`config.mk`:
```
export PLATFORM = sky130hd
export DESIGN_NAME = iou_regbank
export DESIGN_NICKNAME = d
export VERILOG_FILES = /design/src/rtl/iou_pkg.sv /design/src/rtl/iou_wr_timer.sv /design/src/rtl/iou_async_log.sv /design/src/rtl/iou_mem_log.sv /design/src/rtl/iou_regbank.sv
export SDC_FILE = /design/constraint.sdc
export NUM_CORES = 1
export LEC_CHECK = 0
export CAP_MARGIN = 15
export CORE_MARGIN = 4
export CORE_UTILIZATION = 45
export DETAILED_ROUTE_END_ITERATION = 8
export HOLD_SLACK_MARGIN = 0.05
export PLACE_DENSITY = 0.85
export SYNTH_ARGS = -nofsm -noshare
export SYNTH_HDL_FRONTEND = slang
export SYNTH_HIERARCHICAL = 1
export SYNTH_SLANG_ARGS = --single-unit
```
`constraint.sdc`:
```
create_clock -name clk -period 2.53 [get_ports clk]
set_input_delay 0.506 -clock clk [delete_from_list [all_inputs] [get_ports clk]]
set_output_delay 0.506 -clock clk [all_outputs]
set_load 0.01 [all_outputs]
```
`src/rtl/iou_pkg.sv`:
```
package iou_pkg;

    localparam int unsigned AW = 14;
    localparam int unsigned DW = 32;
    localparam int unsigned NCAUSE = 3;

    localparam logic [AW-1:0] OFS_CTRL   = 14'h0000;
    localparam logic [AW-1:0] OFS_BASE   = 14'h0004;
    localparam logic [AW-1:0] OFS_TFLUSH = 14'h0014;
    localparam logic [AW-1:0] OFS_PFLUSH = 14'h0018;
    localparam logic [AW-1:0] OFS_AFSR   = 14'h1000;
    localparam logic [AW-1:0] OFS_AFAR   = 14'h1004;
    localparam logic [AW-1:0] OFS_SLOT0  = 14'h1010;
    localparam logic [AW-1:0] OFS_MFSR   = 14'h1020;
    localparam logic [AW-1:0] OFS_MFAR   = 14'h1024;
    localparam logic [AW-1:0] OFS_MODID  = 14'h2000;

    localparam logic [3:0] RESV_NIB = 4'h8;
    localparam logic [3:0] MOD_NIB  = 4'h8;

    typedef struct packed {
        logic late;
        logic tmo;
        logic ack;
    } acause_t;

    typedef struct packed {
        acause_t    cause;
        logic [2:0] size;
        logic       sup;
        logic       multi;
        logic       rd;
        logic       fav;
    } afault_t;

    typedef struct packed {
        logic [1:0] perr;
        logic       cpu;
        logic       multi;
        logic       boot;
        logic       cache;
        logic [3:0] rtype;
    } mfault_t;

    typedef struct packed {
        logic [2:0] range;
        logic       enable;
    } ctrl_t;

    function automatic logic hit(input logic [AW-1:0] a, input logic [AW-1:0] ofs);
        return a[AW-1:2] == ofs[AW-1:2];
    endfunction

    function automatic logic [DW-1:0] afsr_word(input afault_t f);
        return {|f.cause, f.cause, f.size, f.sup, RESV_NIB,
                f.multi, f.rd, f.fav, 17'b0};
    endfunction

    function automatic logic [DW-1:0] mfsr_word(input mfault_t f);
        return {|f.perr, 7'b0, f.cpu, 3'b0, f.multi, 4'b0,
                f.perr, f.boot, f.cache, 3'b0, f.rtype, 4'b0};
    endfunction

endpackage

```
`src/rtl/iou_wr_timer.sv`:
```
module iou_wr_timer #(
    parameter int unsigned LIMIT = 3200
)(
    input  logic clk,
    input  logic rst,
    input  logic busy,
    output logic expired
);
    localparam int unsigned CW = $clog2(LIMIT + 1);

    logic [CW-1:0] cnt_q;

    always_ff @(posedge clk) begin
        if (rst) begin
            cnt_q <= '0;
        end else if (!busy) begin
            cnt_q <= '0;
        end else if (cnt_q != CW'(LIMIT)) begin
            cnt_q <= cnt_q + 1'b1;
        end
    end

    // one-cycle event on the cycle the busy period reaches LIMIT cycles
    assign expired = busy && (cnt_q == CW'(LIMIT - 1));

endmodule

```
`src/rtl/iou_async_log.sv`:
```
module iou_async_log import iou_pkg::*; (
    input  logic          clk,
    input  logic          rst,
    input  acause_t       ev,
    input  logic [2:0]    ev_size,
    input  logic          ev_sup,
    input  logic          ev_rd,
    input  logic [DW-1:0] ev_addr,
    input  logic          clr,
    output afault_t       flt,
    output logic [DW-1:0] flt_addr
);
    afault_t       f_q;
    logic [DW-1:0] a_q;
    logic          any_ev;
    logic          pending;

    assign any_ev  = |ev;
    assign pending = |f_q.cause;

    always_ff @(posedge clk) begin
        if (rst) begin
            f_q <= '0;
            a_q <= '0;
        end else if (any_ev && (!pending || clr)) begin
            f_q.cause <= ev;
            f_q.size  <= ev_size;
            f_q.sup   <= ev_sup;
            f_q.rd    <= ev_rd && !ev.tmo;
            f_q.multi <= 1'b0;
            f_q.fav   <= 1'b1;
            a_q       <= ev_addr;
        end else if (any_ev) begin
            f_q.multi <= 1'b1;
        end else if (clr) begin
            f_q.cause <= '0;
            f_q.multi <= 1'b0;
        end
    end

    assign flt      = f_q;
    assign flt_addr = a_q;

endmodule

```
`src/rtl/iou_mem_log.sv`:
```
module iou_mem_log import iou_pkg::*; (
    input  logic          clk,
    input  logic          rst,
    input  logic          ev_valid,
    input  logic [1:0]    ev_perr,
    input  logic          ev_cpu,
    input  logic          ev_boot,
    input  logic          ev_cache,
    input  logic [3:0]    ev_rtype,
    input  logic [DW-1:0] ev_addr,
    input  logic          clr,
    output mfault_t       flt,
    output logic [DW-1:0] flt_addr
);
    mfault_t       f_q;
    logic [DW-1:0] a_q;
    logic          fire;
    logic          pending;

    assign fire    = ev_valid && (|ev_perr);
    assign pending = |f_q.perr;

    always_ff @(posedge clk) begin
        if (rst) begin
            f_q <= '0;
            a_q <= '0;
        end else if (fire && (!pending || clr)) begin
            f_q.perr  <= ev_perr;
            f_q.cpu   <= ev_cpu;
            f_q.boot  <= ev_boot;
            f_q.cache <= ev_cache;
            f_q.rtype <= ev_rtype;
            f_q.multi <= 1'b0;
            a_q       <= ev_addr;
        end else if (fire) begin
            f_q.multi <= 1'b1;
        end else if (clr) begin
            f_q.perr  <= '0;
            f_q.multi <= 1'b0;
        end
    end

    assign flt      = f_q;
    assign flt_addr = a_q;

endmodule

```
`src/rtl/iou_regbank.sv`:
```
module iou_regbank import iou_pkg::*; #(
    parameter int unsigned NSLOT      = 4,
    parameter int unsigned CLK_MHZ    = 250,
    parameter int unsigned TIMEOUT_NS = 12800,
    parameter logic [3:0]  IMPL_CODE  = 4'h3,
    parameter logic [3:0]  VERS_CODE  = 4'h1
)(
    input  logic                clk,
    input  logic                rst,
    input  logic                reg_wr,
    input  logic                reg_rd,
    input  logic [AW-1:0]       reg_addr,
    input  logic [DW-1:0]       reg_wdata,
    output logic [DW-1:0]       reg_rdata,
    input  logic                bus_late_err,
    input  logic                bus_err_ack,
    input  logic                bus_wr_busy,
    input  logic [2:0]          bus_size,
    input  logic                bus_super,
    input  logic                bus_read,
    input  logic [DW-1:0]       bus_addr,
    input  logic                mem_err_valid,
    input  logic [1:0]          mem_perr,
    input  logic                mem_cpu,
    input  logic                mem_boot,
    input  logic                mem_cache,
    input  logic [3:0]          mem_rtype,
    input  logic [DW-1:0]       mem_addr,
    output logic                cfg_enable,
    output logic [2:0]          cfg_range,
    output logic [DW-1:0]       cfg_table_base,
    output logic [NSLOT*DW-1:0] cfg_slot,
    output logic [4:0]          cfg_arb_en,
    output logic                tlb_flush,
    output logic                page_flush,
    output logic [DW-1:0]       page_flush_data
);
    localparam int unsigned TMO_CYC = CLK_MHZ * TIMEOUT_NS / 1000;
    localparam int unsigned WA      = AW - 2;
    localparam logic [WA-1:0] SLOT_W0 = OFS_SLOT0[AW-1:2];

    ctrl_t         ctrl_q;
    logic [DW-1:0] base_q;
    logic [4:0]    arb_q;
    logic          tfl_q;
    logic          pfl_q;
    logic [DW-1:0] pfl_data_q;
    logic [DW-1:0] rdata_q;
    logic [DW-1:0] rd_mux;

    logic [NSLOT-1:0][DW-1:0] slot_w;

    acause_t       a_ev;
    afault_t       a_flt;
    logic [DW-1:0] a_addr;
    mfault_t       m_flt;
    logic [DW-1:0] m_addr;
    logic          tmo_ev;
    logic          a_clr;
    logic          m_clr;

    // ---------------- write side ----------------
    always_ff @(posedge clk) begin
        if (rst) begin
            ctrl_q <= '0;
            base_q <= '0;
            arb_q  <= '0;
        end else if (reg_wr) begin
            if (hit(reg_addr, OFS_CTRL)) begin
                ctrl_q.range  <= reg_wdata[4:2];
                ctrl_q.enable <= reg_wdata[0];
            end
            if (hit(reg_addr, OFS_BASE))  base_q <= reg_wdata;
            if (hit(reg_addr, OFS_MODID)) arb_q  <= reg_wdata[20:16];
        end
    end

    for (genvar g = 0; g < NSLOT; g++) begin : g_slot
        logic [DW-1:0] q;
        always_ff @(posedge clk) begin
            if (rst) begin
                q <= '0;
            end else if (reg_wr && (reg_addr[AW-1:2] == SLOT_W0 + WA'(g))) begin
                q <= reg_wdata;
            end
        end
        assign slot_w[g]             = q;
        assign cfg_slot[g*DW +: DW]  = q;
    end

    // flush strobes: one-cycle pulses after the write
    always_ff @(posedge clk) begin
        if (rst) begin
            tfl_q      <= 1'b0;
            pfl_q      <= 1'b0;
            pfl_data_q <= '0;
        end else begin
            tfl_q <= reg_wr && hit(reg_addr, OFS_TFLUSH);
            pfl_q <= reg_wr && hit(reg_addr, OFS_PFLUSH);
            if (reg_wr && hit(reg_addr, OFS_PFLUSH)) pfl_data_q <= reg_wdata;
        end
    end

    // ---------------- fault logging ----------------
    iou_wr_timer #(.LIMIT(TMO_CYC)) u_timer (
        .clk     (clk),
        .rst     (rst),
        .busy    (bus_wr_busy),
        .expired (tmo_ev)
    );

    assign a_ev.late = bus_late_err;
    assign a_ev.tmo  = tmo_ev;
    assign a_ev.ack  = bus_err_ack;
    assign a_clr     = reg_wr && hit(reg_addr, OFS_AFSR);
    assign m_clr     = reg_wr && hit(reg_addr, OFS_MFSR);

    iou_async_log u_alog (
        .clk      (clk),
        .rst      (rst),
        .ev       (a_ev),
        .ev_size  (bus_size),
        .ev_sup   (bus_super),
        .ev_rd    (bus_read),
        .ev_addr  (bus_addr),
        .clr      (a_clr),
        .flt      (a_flt),
        .flt_addr (a_addr)
    );

    iou_mem_log u_mlog (
        .clk      (clk),
        .rst      (rst),
        .ev_valid (mem_err_valid),
        .ev_perr  (mem_perr),
        .ev_cpu   (mem_cpu),
        .ev_boot  (mem_boot),
        .ev_cache (mem_cache),
        .ev_rtype (mem_rtype),
        .ev_addr  (mem_addr),
        .clr      (m_clr),
        .flt      (m_flt),
        .flt_addr (m_addr)
    );

    // ---------------- read side ----------------
    always_comb begin
        rd_mux = '0;
        if (hit(reg_addr, OFS_CTRL))
            rd_mux = {IMPL_CODE, VERS_CODE, 19'b0, ctrl_q.range, 1'b0, ctrl_q.enable};
        if (hit(reg_addr, OFS_BASE))  rd_mux = base_q;
        if (hit(reg_addr, OFS_AFSR))  rd_mux = afsr_word(a_flt);
        if (hit(reg_addr, OFS_AFAR))  rd_mux = a_addr;
        if (hit(reg_addr, OFS_MFSR))  rd_mux = mfsr_word(m_flt);
        if (hit(reg_addr, OFS_MFAR))  rd_mux = m_addr;
        if (hit(reg_addr, OFS_MODID)) rd_mux = {11'b0, arb_q, 12'b0, MOD_NIB};
        for (int i = 0; i < NSLOT; i++) begin
            if (reg_addr[AW-1:2] == SLOT_W0 + WA'(i)) rd_mux = slot_w[i];
        end
    end

    always_ff @(posedge clk) begin
        if (rst)         rdata_q <= '0;
        else if (reg_rd) rdata_q <= rd_mux;
    end

    assign reg_rdata       = rdata_q;
    assign cfg_enable      = ctrl_q.enable;
    assign cfg_range       = ctrl_q.range;
    assign cfg_table_base  = base_q;
    assign cfg_arb_en      = arb_q;
    assign tlb_flush       = tfl_q;
    assign page_flush      = pfl_q;
    assign page_flush_data = pfl_data_q;

endmodule

```
; Word level (Yosys, flattened, before mapping)
; Index checks and enable logic that the tools add are counted.
[totals]
elab_cells = 103
reg_bits = 331
in_bits = 132
[op_classes]
n_eq_ne = 16
n_bitwise = 1
n_mux = 21
n_addsub = 1
n_reduce_logical = 35
[op_table]
columns = op, n
row1 = $mux 32, 10
row2 = $eq 12x11->1 const B, 8
row3 = $mux 30, 1
row4 = $eq 12x12->1 const B, 2
row5 = $eq 12x3->1 const B, 2
row6 = $logic_and 1x1->1, 13
row7 = $add 12x1->12 const B, 1
row8 = $eq 12x1->1 const B, 1
row9 = $logic_not 12->1, 1
row10 = $ne 12x12->1 const B, 1
row11 = $reduce_and 2->1, 5
row12 = $reduce_or 2->1, 5
row13 = $mux 3, 3
row14 = $reduce_bool 2->1, 4
row15 = $mux 2, 3
row16 = $reduce_or 3->1, 2
row17 = $mux 1, 4
row18 = $ne 2x2->1 const B, 2
row19 = $logic_not 1->1, 3
row20 = $logic_or 1x1->1, 2
row21 = $not 1->1, 1

; Logic depth before layout (Yosys ltp)
; Gate-level depths: netlist (run 1).
[logic_depth]
ltp_word = 12
mapped_depth = 9
mapped_depth_nobuf = 6

; Hierarchy
; Netlist (run 1), hierarchy kept.
[modules_own_cells]
columns = mod, cells_each, n_inst, area_each_um2
row1 = iou_regbank, 1425, 1, 10796.6
row2 = iou_async_log, 182, 1, 1855.5
row3 = iou_mem_log, 181, 1, 1744.2
row4 = iou_wr_timer, 72, 1, 656.9

; Worst setup path before layout (run 1)
; No wires, ideal clock.
[synth_timing]
path_kind = input to register
start = input reg_addr[4]
end = register u_alog.a_q[10] (netlist: u_alog/flt_addr[10])
cell_stages = 9
slack_ns = -0.130
t_required_ns = 2.458
arrival_time_ns = 2.588
path_cell_list = clkbuf_1 -> or4_4 -> buf_6 -> nor4_2 -> and2_1 -> o21ba_2 -> buf_6 -> buf_6 -> mux2i_1
[synth_via]
elab_chain_cells = 4
[synth_rtl]
columns = item, line
row1 = start: declaration, iou_regbank.sv:12  ; input logic [AW-1:0] reg_addr,
row2 = $eq 12x11->1, iou_pkg.sv:51  ; return a[AW-1:2] == ofs[AW-1:2];
row3 = $logic_and 1x1->1, iou_regbank.sv:115  ; assign a_clr = reg_wr && hit(reg_addr, OFS_AFSR);
row4 = named net a_clr, iou_regbank.sv:59  ; logic a_clr;
row5 = $logic_or 1x1->1, iou_async_log.sv:25  ; end else if (any_ev && (!pending || clr)) begin
row6 = $logic_and 1x1->1, iou_async_log.sv:25
row7 = end signal: assignment, iou_async_log.sv:32  ; a_q <= ev_addr;
row8 = end: declaration, iou_async_log.sv:14  ; logic [DW-1:0] a_q;
; The timed path passes the listed nets, and every way through them passes these cells.
; A chain may end at the register's enable or synchronous reset.

; Worst setup path after layout (run 1)
[layout_timing]
start = input reg_addr[7]
end = register u_alog.f_q, in the netlist u_alog/flt[5]
[layout_via]
elab_chain_cells = 4
[layout_rtl]
columns = item, line
row1 = $eq 12x11->1, iou_pkg.sv:51
row2 = $logic_and 1x1->1, iou_regbank.sv:115
row3 = named net a_clr, iou_regbank.sv:59
row4 = $logic_or 1x1->1, iou_async_log.sv:25
row5 = $logic_and 1x1->1, iou_async_log.sv:25
row6 = end: declaration, iou_async_log.sv:13  ; afault_t f_q;
; The timed path passes the listed nets, and every way through them passes these cells.

==> impl_metrics.env, run 1 <==
export IMPL_drt_vias_per_instance=5.89
export IMPL_netlist_area_mm2=0.0151
export IMPL_start_kind="primary input"
export IMPL_holdWs_ns=0.321
export IMPL_leakage_uw=0.00761
export IMPL_port_buffers=364
export IMPL_synthMuxAreaShare_pct=7.15
export IMPL_dr_pass1_iters=6
export IMPL_synth_avg_cell_area_um2=8.09
export IMPL_nets=2447
export IMPL_antenna_found_initial=0
export IMPL_setup_slack_ns=0.0336
export IMPL_report_final_slew_viol_count=0
export IMPL_num_rows=66
export IMPL_worstMarginPinSlew_ns=1.18
export IMPL_synthAdderAreaFrac_pct=0.166
export IMPL_vdd_drop_max_mv=0.368
export IMPL_fin_crit_ns=2.50
export IMPL_synthCells=1860
export IMPL_clk_latency_ns=0.53
export IMPL_die_area_mm2=0.0364
export IMPL_cts_tree="yes"
export IMPL_hp_start="rst"
export IMPL_die_x_um=191
export IMPL_num_io_pins=367
export IMPL_crit_fanout=15
export IMPL_synth_top_family_by_area="simple AND/OR/NAND/NOR gates"
export IMPL_yosysTopAreaCellShare_pct=44.0
export IMPL_rsz0062_at_grt="no"
export IMPL_ys_flop_type="dfxtp_1"
export IMPL_powerDensity_mw_per_mm2=550
export IMPL_finalSetupViolCount=0
export IMPL_ff2ff_path_depth=8
export IMPL_wl_mm=64.3
export IMPL_grt_usage_pct=33.3
export IMPL_n_antenna_cell=0
export IMPL_crit_type="in2reg"
export IMPL_drive_above_1_share_pct=13.8
export IMPL_drt_iter0_markers=1826
export IMPL_hold_path_class="in2reg"
export IMPL_globalplace_congestion=1.03
export IMPL_grt_ovfl_total=0
export IMPL_finalHoldViolCount=0
export IMPL_numCtsBuffers=36
export IMPL_period_share_pct=98.7
export IMPL_final_common_cell="nand2_1"
export IMPL_synth_cell_types=90
export IMPL_max_cap_viol_count=0
export IMPL_wl_per_cell_um=23.1
export IMPL_cts_htree_levels=2
export IMPL_timing_slew_headroom_pct=21.3
export IMPL_worstHoldEndpoint="reg_rdata[6]"
export IMPL_grt_pass1_vias=15903
export IMPL_r2r_slack_ns=0.44
export IMPL_synthArstFlopShare_pct=0
export IMPL_grt_max_degree=107
export IMPL_postCtsHoldBufs=0
export IMPL_finalClockSkew_ns=0.0212
export IMPL_synth_edf_count=0
export IMPL_start_util_pct=45.9
export IMPL_ys_top_cells_by_area="dfxtp_1 (44%), nand2_1 (13%), a21oi_1 (8.4%)"
export IMPL_synth_compound_area_share_pct=19.3
export IMPL_synth_warnings=6
export IMPL_reg2reg_from="u_timer/cnt_q[1]"
export IMPL_status="finished, final reports clean"
export IMPL_postRouteAntennaNets=0
export IMPL_hold_depth=2
export IMPL_fin_util_pct=65.7
export IMPL_synth_xor_area_share_pct=0.116
export IMPL_filler_cell_count=2630
export IMPL_ys_ff_latch=331
export IMPL_hpwl_mm=48.6
export IMPL_final_cell_mix="nand2_1 (504), clkdlybuf4s50_1 (362), dfxtp_1 (331)"
export IMPL_synthesis_nets=1994
export IMPL_vias=16385
export IMPL_area_delta_synth_final_pct=43.2
export IMPL_cts_sinks=331
export IMPL_yosysSeqAreaShare_pct=44.0
export IMPL_yosysTopAreaCell="dfxtp_1"
export IMPL_drc=0
export IMPL_yosys_area_share_simple_pct=24.3
export IMPL_cp_required_ns=2.97
export IMPL_cts_root_buf="clkbuf_16"
export IMPL_grt_first_pass_wirelength_mm=94.0
export IMPL_clk_pin_slew_ns=0.06
export IMPL_cp_arrival_ns=2.93
export IMPL_die_h_um=191
export IMPL_fmax_mhz=401
export IMPL_clk_path_buf_depth=3
export IMPL_core_mm2=0.0328
export IMPL_cp_end_kind="register"
export IMPL_r2r_end="u_alog/flt[5]"
export IMPL_dp_worst_setup_slack_ns=-0.514
-- registers in the layout (all words and copies together), names as in the netlist --
| signal | flops |
|---|---|
| cfg_arb_en | 5 |
| page_flush_data | 32 |
| u_alog/flt | 10 |
| u_alog/flt_addr | 32 |
| u_mlog/flt_addr | 32 |
| g_slot.q | 128 |
| u_mlog/flt | 10 |
| reg_rdata | 32 |
| u_timer/cnt_q | 12 |
| cfg_table_base | 32 |
| cfg_enable | 1 |
| page_flush | 1 |
| cfg_range | 3 |
| tlb_flush | 1 |
-- repair_timing --
item	in CTS	in global routing
buffers inserted	0	1
gates resized for setup	0	10
setup endpoints to repair	1	65
pin swaps	1	0
gates cloned	0	1
-- power breakdown --
part / switching [µW] / internal (µW)
Combinational: 611 / 550
Sequential: 95.6 / 5340
Clock: 2170 / 3080
Total: 2880 / 8970
-- synth_stat cells, types with 12 or more instances --
master and instances:
nor3_1 24, nand2_1 504, o21ai_0 54, or3_1 12, dfxtp_1 331, clkbuf_1 119, nor2_1 49, nand2b_1 82
a31oi_1 14, o21a_1 12, mux2_2 12, inv_1 12, mux2i_1 94, a21oi_1 252, nand3_1 27, a22oi_1 19
-- layer usage --
metal	track usage, %	routed length, µm	part of all wire, %
met5	0	0	0
met4	17.0	3750	5.8
met3	5.50	6170	9.6
met2	55.8	30100	47
met1	41.5	24300	38
-- stage by stage --
stage	power [µW]	cell area, µm²	instances	setup TNS (ns)
floorplan	6070	15100	1860	0
global placement	6630	20300	2715	-82.80
detailed placement	6660	20300	2715	-102.69
CTS	11800	21500	2778	0
global route	12200	21600	2780	0
finish	11800	21600	2780	0
-- final cells by class --
cell class | instances | area [µm²] | area share [%]
sequential | 331 | 6630 | 30.7
clock buffer | 51 | 1080 | 5.01
tap | 442 | 553 | 2.57
clock inverter | 12 | 103 | 0.476
timing repair buffer | 562 | 5400 | 25.0
inverter | 13 | 48.8 | 0.226
multi-input combinational | 1369 | 7740 | 35.9
-- worst max-delay path, stage by stage --
cell	delay (ns)
clkdlybuf4s50_1	0.43
or4_4	0.57
buf_4	0.20
buf_4	0.16
nor4_4	0.19
and2_4	0.22
o21ba_4	0.22
buf_12	0.18
mux2i_1	0.24
-- cell families after synthesis --
kind of cell,after synthesis
simple gates,788
compound gates,471
flops,331
buf+inv,160
mux,106
xor+xnor,2
fa+ha+maj,2
-- how the worst max path moves through the flow --
stage	start	endpoint	slack (ns)
after floorplan	reg_addr[4]	u_alog/flt_addr[10]	0.005
after global placement	reg_addr[7]	cfg_table_base[15]	-0.41
after detailed placement	reg_addr[7]	cfg_table_base[29]	-0.51
after CTS	reg_addr[7]	g_slot[1].q[20]	0.03
after global routing	reg_addr[7]	g_slot[2].q[28]	0.002
final	reg_addr[7]	u_alog/flt[5]	0.03
Power figures use the tool's default switching activity.
==> run 2: changes to the inputs <==
--- a/config.mk
+++ b/config.mk
@@ -10,7 +10,7 @@
 export CORE_UTILIZATION = 45
 export DETAILED_ROUTE_END_ITERATION = 8
 export HOLD_SLACK_MARGIN = 0.05
-export PLACE_DENSITY = 0.85
+export PLACE_DENSITY = 0.82
 export SYNTH_ARGS = -nofsm -noshare
 export SYNTH_HDL_FRONTEND = slang
 export SYNTH_HIERARCHICAL = 1
==> constraint.sdc (replaced) <==
create_clock -name clk -period 2.93 [get_ports clk]
set_input_delay 0.586 -clock clk [delete_from_list [all_inputs] [get_ports clk]]
set_output_delay 0.586 -clock clk [all_outputs]
set_load 0.01 [all_outputs]
==> run 2 against run 1 <==
Net effect: final area is 2.6% lower; clock power decreased by 16%; count of clock-buffer cells in the layout decreased by 3; hold slack gained 0.080 ns; total power down 15%; core utilization down 1.7 points; die area did not move; critical path depth did not move; sequential share of layout area increased by 0.81 points; non-clock buffer count decreased by 56; worst setup slack better by 0.30 ns; critical path type unchanged.
==> impl_metrics.env, run 2 (synthesis gave the netlist of run 1 again) <==
export IMPL_die_h_um=191
export IMPL_cts_resized=0
export IMPL_grt_pass1_vias=15474
export IMPL_cts_htree_levels=2
export IMPL_clk_latency_ns=0.55
export IMPL_hold_path_class="in2reg"
export IMPL_report_final_slew_viol_count=0
export IMPL_start_kind="primary input"
export IMPL_leakage_uw=0.00725
export IMPL_drive_above_1_share_pct=11.2
export IMPL_hpwl_mm=46.7
export IMPL_numCtsBuffers=37
export IMPL_area_delta_synth_final_pct=39.5
export IMPL_cp_arrival_ns=3.05
export IMPL_port_buffers=364
export IMPL_start_util_pct=45.9
export IMPL_n_antenna_cell=0
export IMPL_regMostFlops="g_slot.q"
export IMPL_vias=15839
export IMPL_placed_cells=2661
export IMPL_largest_reg_flops=128
export IMPL_multi_input_comb_area_mm2=0.00771
export IMPL_max_cap_viol_count=0
export IMPL_dr_pass1_iters=6
export IMPL_wl_per_cell_um=22.8
export IMPL_worstMarginPinSlew_ns=1.05
export IMPL_cp_end_kind="register"
export IMPL_holdWs_ns=0.401
export IMPL_hp_start="rst"
export IMPL_fin_util_pct=64.1
export IMPL_ff2ff_path_depth=7
export IMPL_period_share_pct=88.7
export IMPL_postCtsSetupRepairBufs=0
export IMPL_fin_cells=2722
export IMPL_rsz0062_at_grt="no"
export IMPL_num_rows=66
export IMPL_wl_mm=62.0
export IMPL_die_area_mm2=0.0364
export IMPL_final_cell_mix="nand2_1 (504), clkdlybuf4s50_1 (362), dfxtp_1 (331)"
export IMPL_hold_depth=2
export IMPL_cp_required_ns=3.38
export IMPL_timing_slew_headroom_pct=29.7
export IMPL_antenna_found_initial=0
export IMPL_core_mm2=0.0328
export IMPL_powerDensity_mw_per_mm2=479
export IMPL_cts_root_buf="clkbuf_16"
export IMPL_final_common_cell="nand2_1"
export IMPL_dpl_cell_area_mm2=0.0199
export IMPL_finalSetupViolCount=0
export IMPL_crit_type="in2reg"
export IMPL_cts_tree="yes"
export IMPL_grt_first_pass_wirelength_mm=91.6
export IMPL_clk_pin_slew_ns=0.06
export IMPL_drc=0
export IMPL_finalClockSkew_ns=0.0298
export IMPL_setup_slack_ns=0.332
export IMPL_globalplace_congestion=0.984
export IMPL_filler_cell_count=2737
export IMPL_vdd_drop_max_mv=0.381
export IMPL_crit_fanout=31
export IMPL_postRouteAntennaNets=0
export IMPL_drt_vias_per_instance=5.82
export IMPL_r2r_slack_ns=0.62
export IMPL_grt_ovfl_total=0
export IMPL_fmax_mhz=385
export IMPL_clk_path_buf_depth=3
export IMPL_num_io_pins=367
export IMPL_status="finished, final reports clean"
export IMPL_final_cell_area_mm2=0.0210
export IMPL_die_x_um=191
export IMPL_nets=2392
export IMPL_drt_iter0_markers=1606
export IMPL_grt_max_degree=98
export IMPL_r2r_end="u_alog/flt_addr[25]"
export IMPL_fin_crit_ns=2.60
export IMPL_reg2reg_from="u_timer/cnt_q[1]"
export IMPL_grt_usage_pct=32.4
export IMPL_worstHoldEndpoint="g_slot[0].q[2]"
export IMPL_postCtsHoldBufs=0
export IMPL_area_sequential_mm2=0.00663
export IMPL_finalHoldViolCount=0
export IMPL_dp_worst_setup_slack_ns=-0.151
export IMPL_cts_sinks=331
run 2: changes by cell type in the layout (fill, tap and decap cells not counted), moves of 2 or more:
cell / delta
buf_4: -50
buf_6: -4
clkbuf_1: +4
clkbuf_8: -7
clkinv_2: -2
clkinvlp_4: +2
nor2_1: +2
nor2_2: -2
run 2: per-stage QoR:
stage	power, µW	setup TNS, ns
finish	10100	0
global route	10300	0
CTS	10100	0
detailed placement	5710	-6.82
global placement	5690	-2.57
floorplan	5240	0
run 2: worst max-delay path: stages:
cell and delay [ns]:
clkdlybuf4s50_1 0.45, or4_1 0.52, buf_4 0.24, buf_4 0.17, nor4_4 0.33, and2_1 0.26
buf_12 0.23, nand2_1 0.09, a21oi_1 0.15
run 2: cell type report:
| type | count | area share [%] |
|---|---|---|
| Clock buffer | 48 | 4.75 |
| Timing Repair Buffer | 506 | 23.5 |
| Sequential cell | 331 | 31.6 |
| Tap cell | 442 | 2.63 |
| Multi-Input combinational cell | 1369 | 36.7 |
| Clock inverter | 13 | 0.620 |
| Inverter | 13 | 0.232 |
run 2: how the worst max path moves through the flow:
stage                      from             endpoint  slack (ns)  depth (start not counted)
global route        reg_addr[6]    cfg_table_base[0]        0.23                          9
CTS                 reg_addr[6]    cfg_table_base[0]        0.36                          9
detailed placement  reg_addr[6]    cfg_table_base[2]       -0.15                          9
global placement    reg_addr[6]    cfg_table_base[0]       -0.07                          9
floorplan           reg_addr[4]  u_alog/flt_addr[10]        0.19                          9
finish              reg_addr[6]    cfg_table_base[0]        0.33                          9
run 2: power by group:
part           switching (µW)  total (µW)  internal, µW
Clock                    1920        4420          2510
Sequential               80.6        4690          4610
Combinational             506         940           434
Total                    2510       10100          7550
run 2: layer usage:
layer  up-vias  share of wire, %  global-route usage [%]
met2       873                47                    54.4
met3       172               9.9                    7.30
met5         -                 0                       0
met1      7534                38                    39.9
li1       7260                 -                       -
met4         0               5.0                    14.2
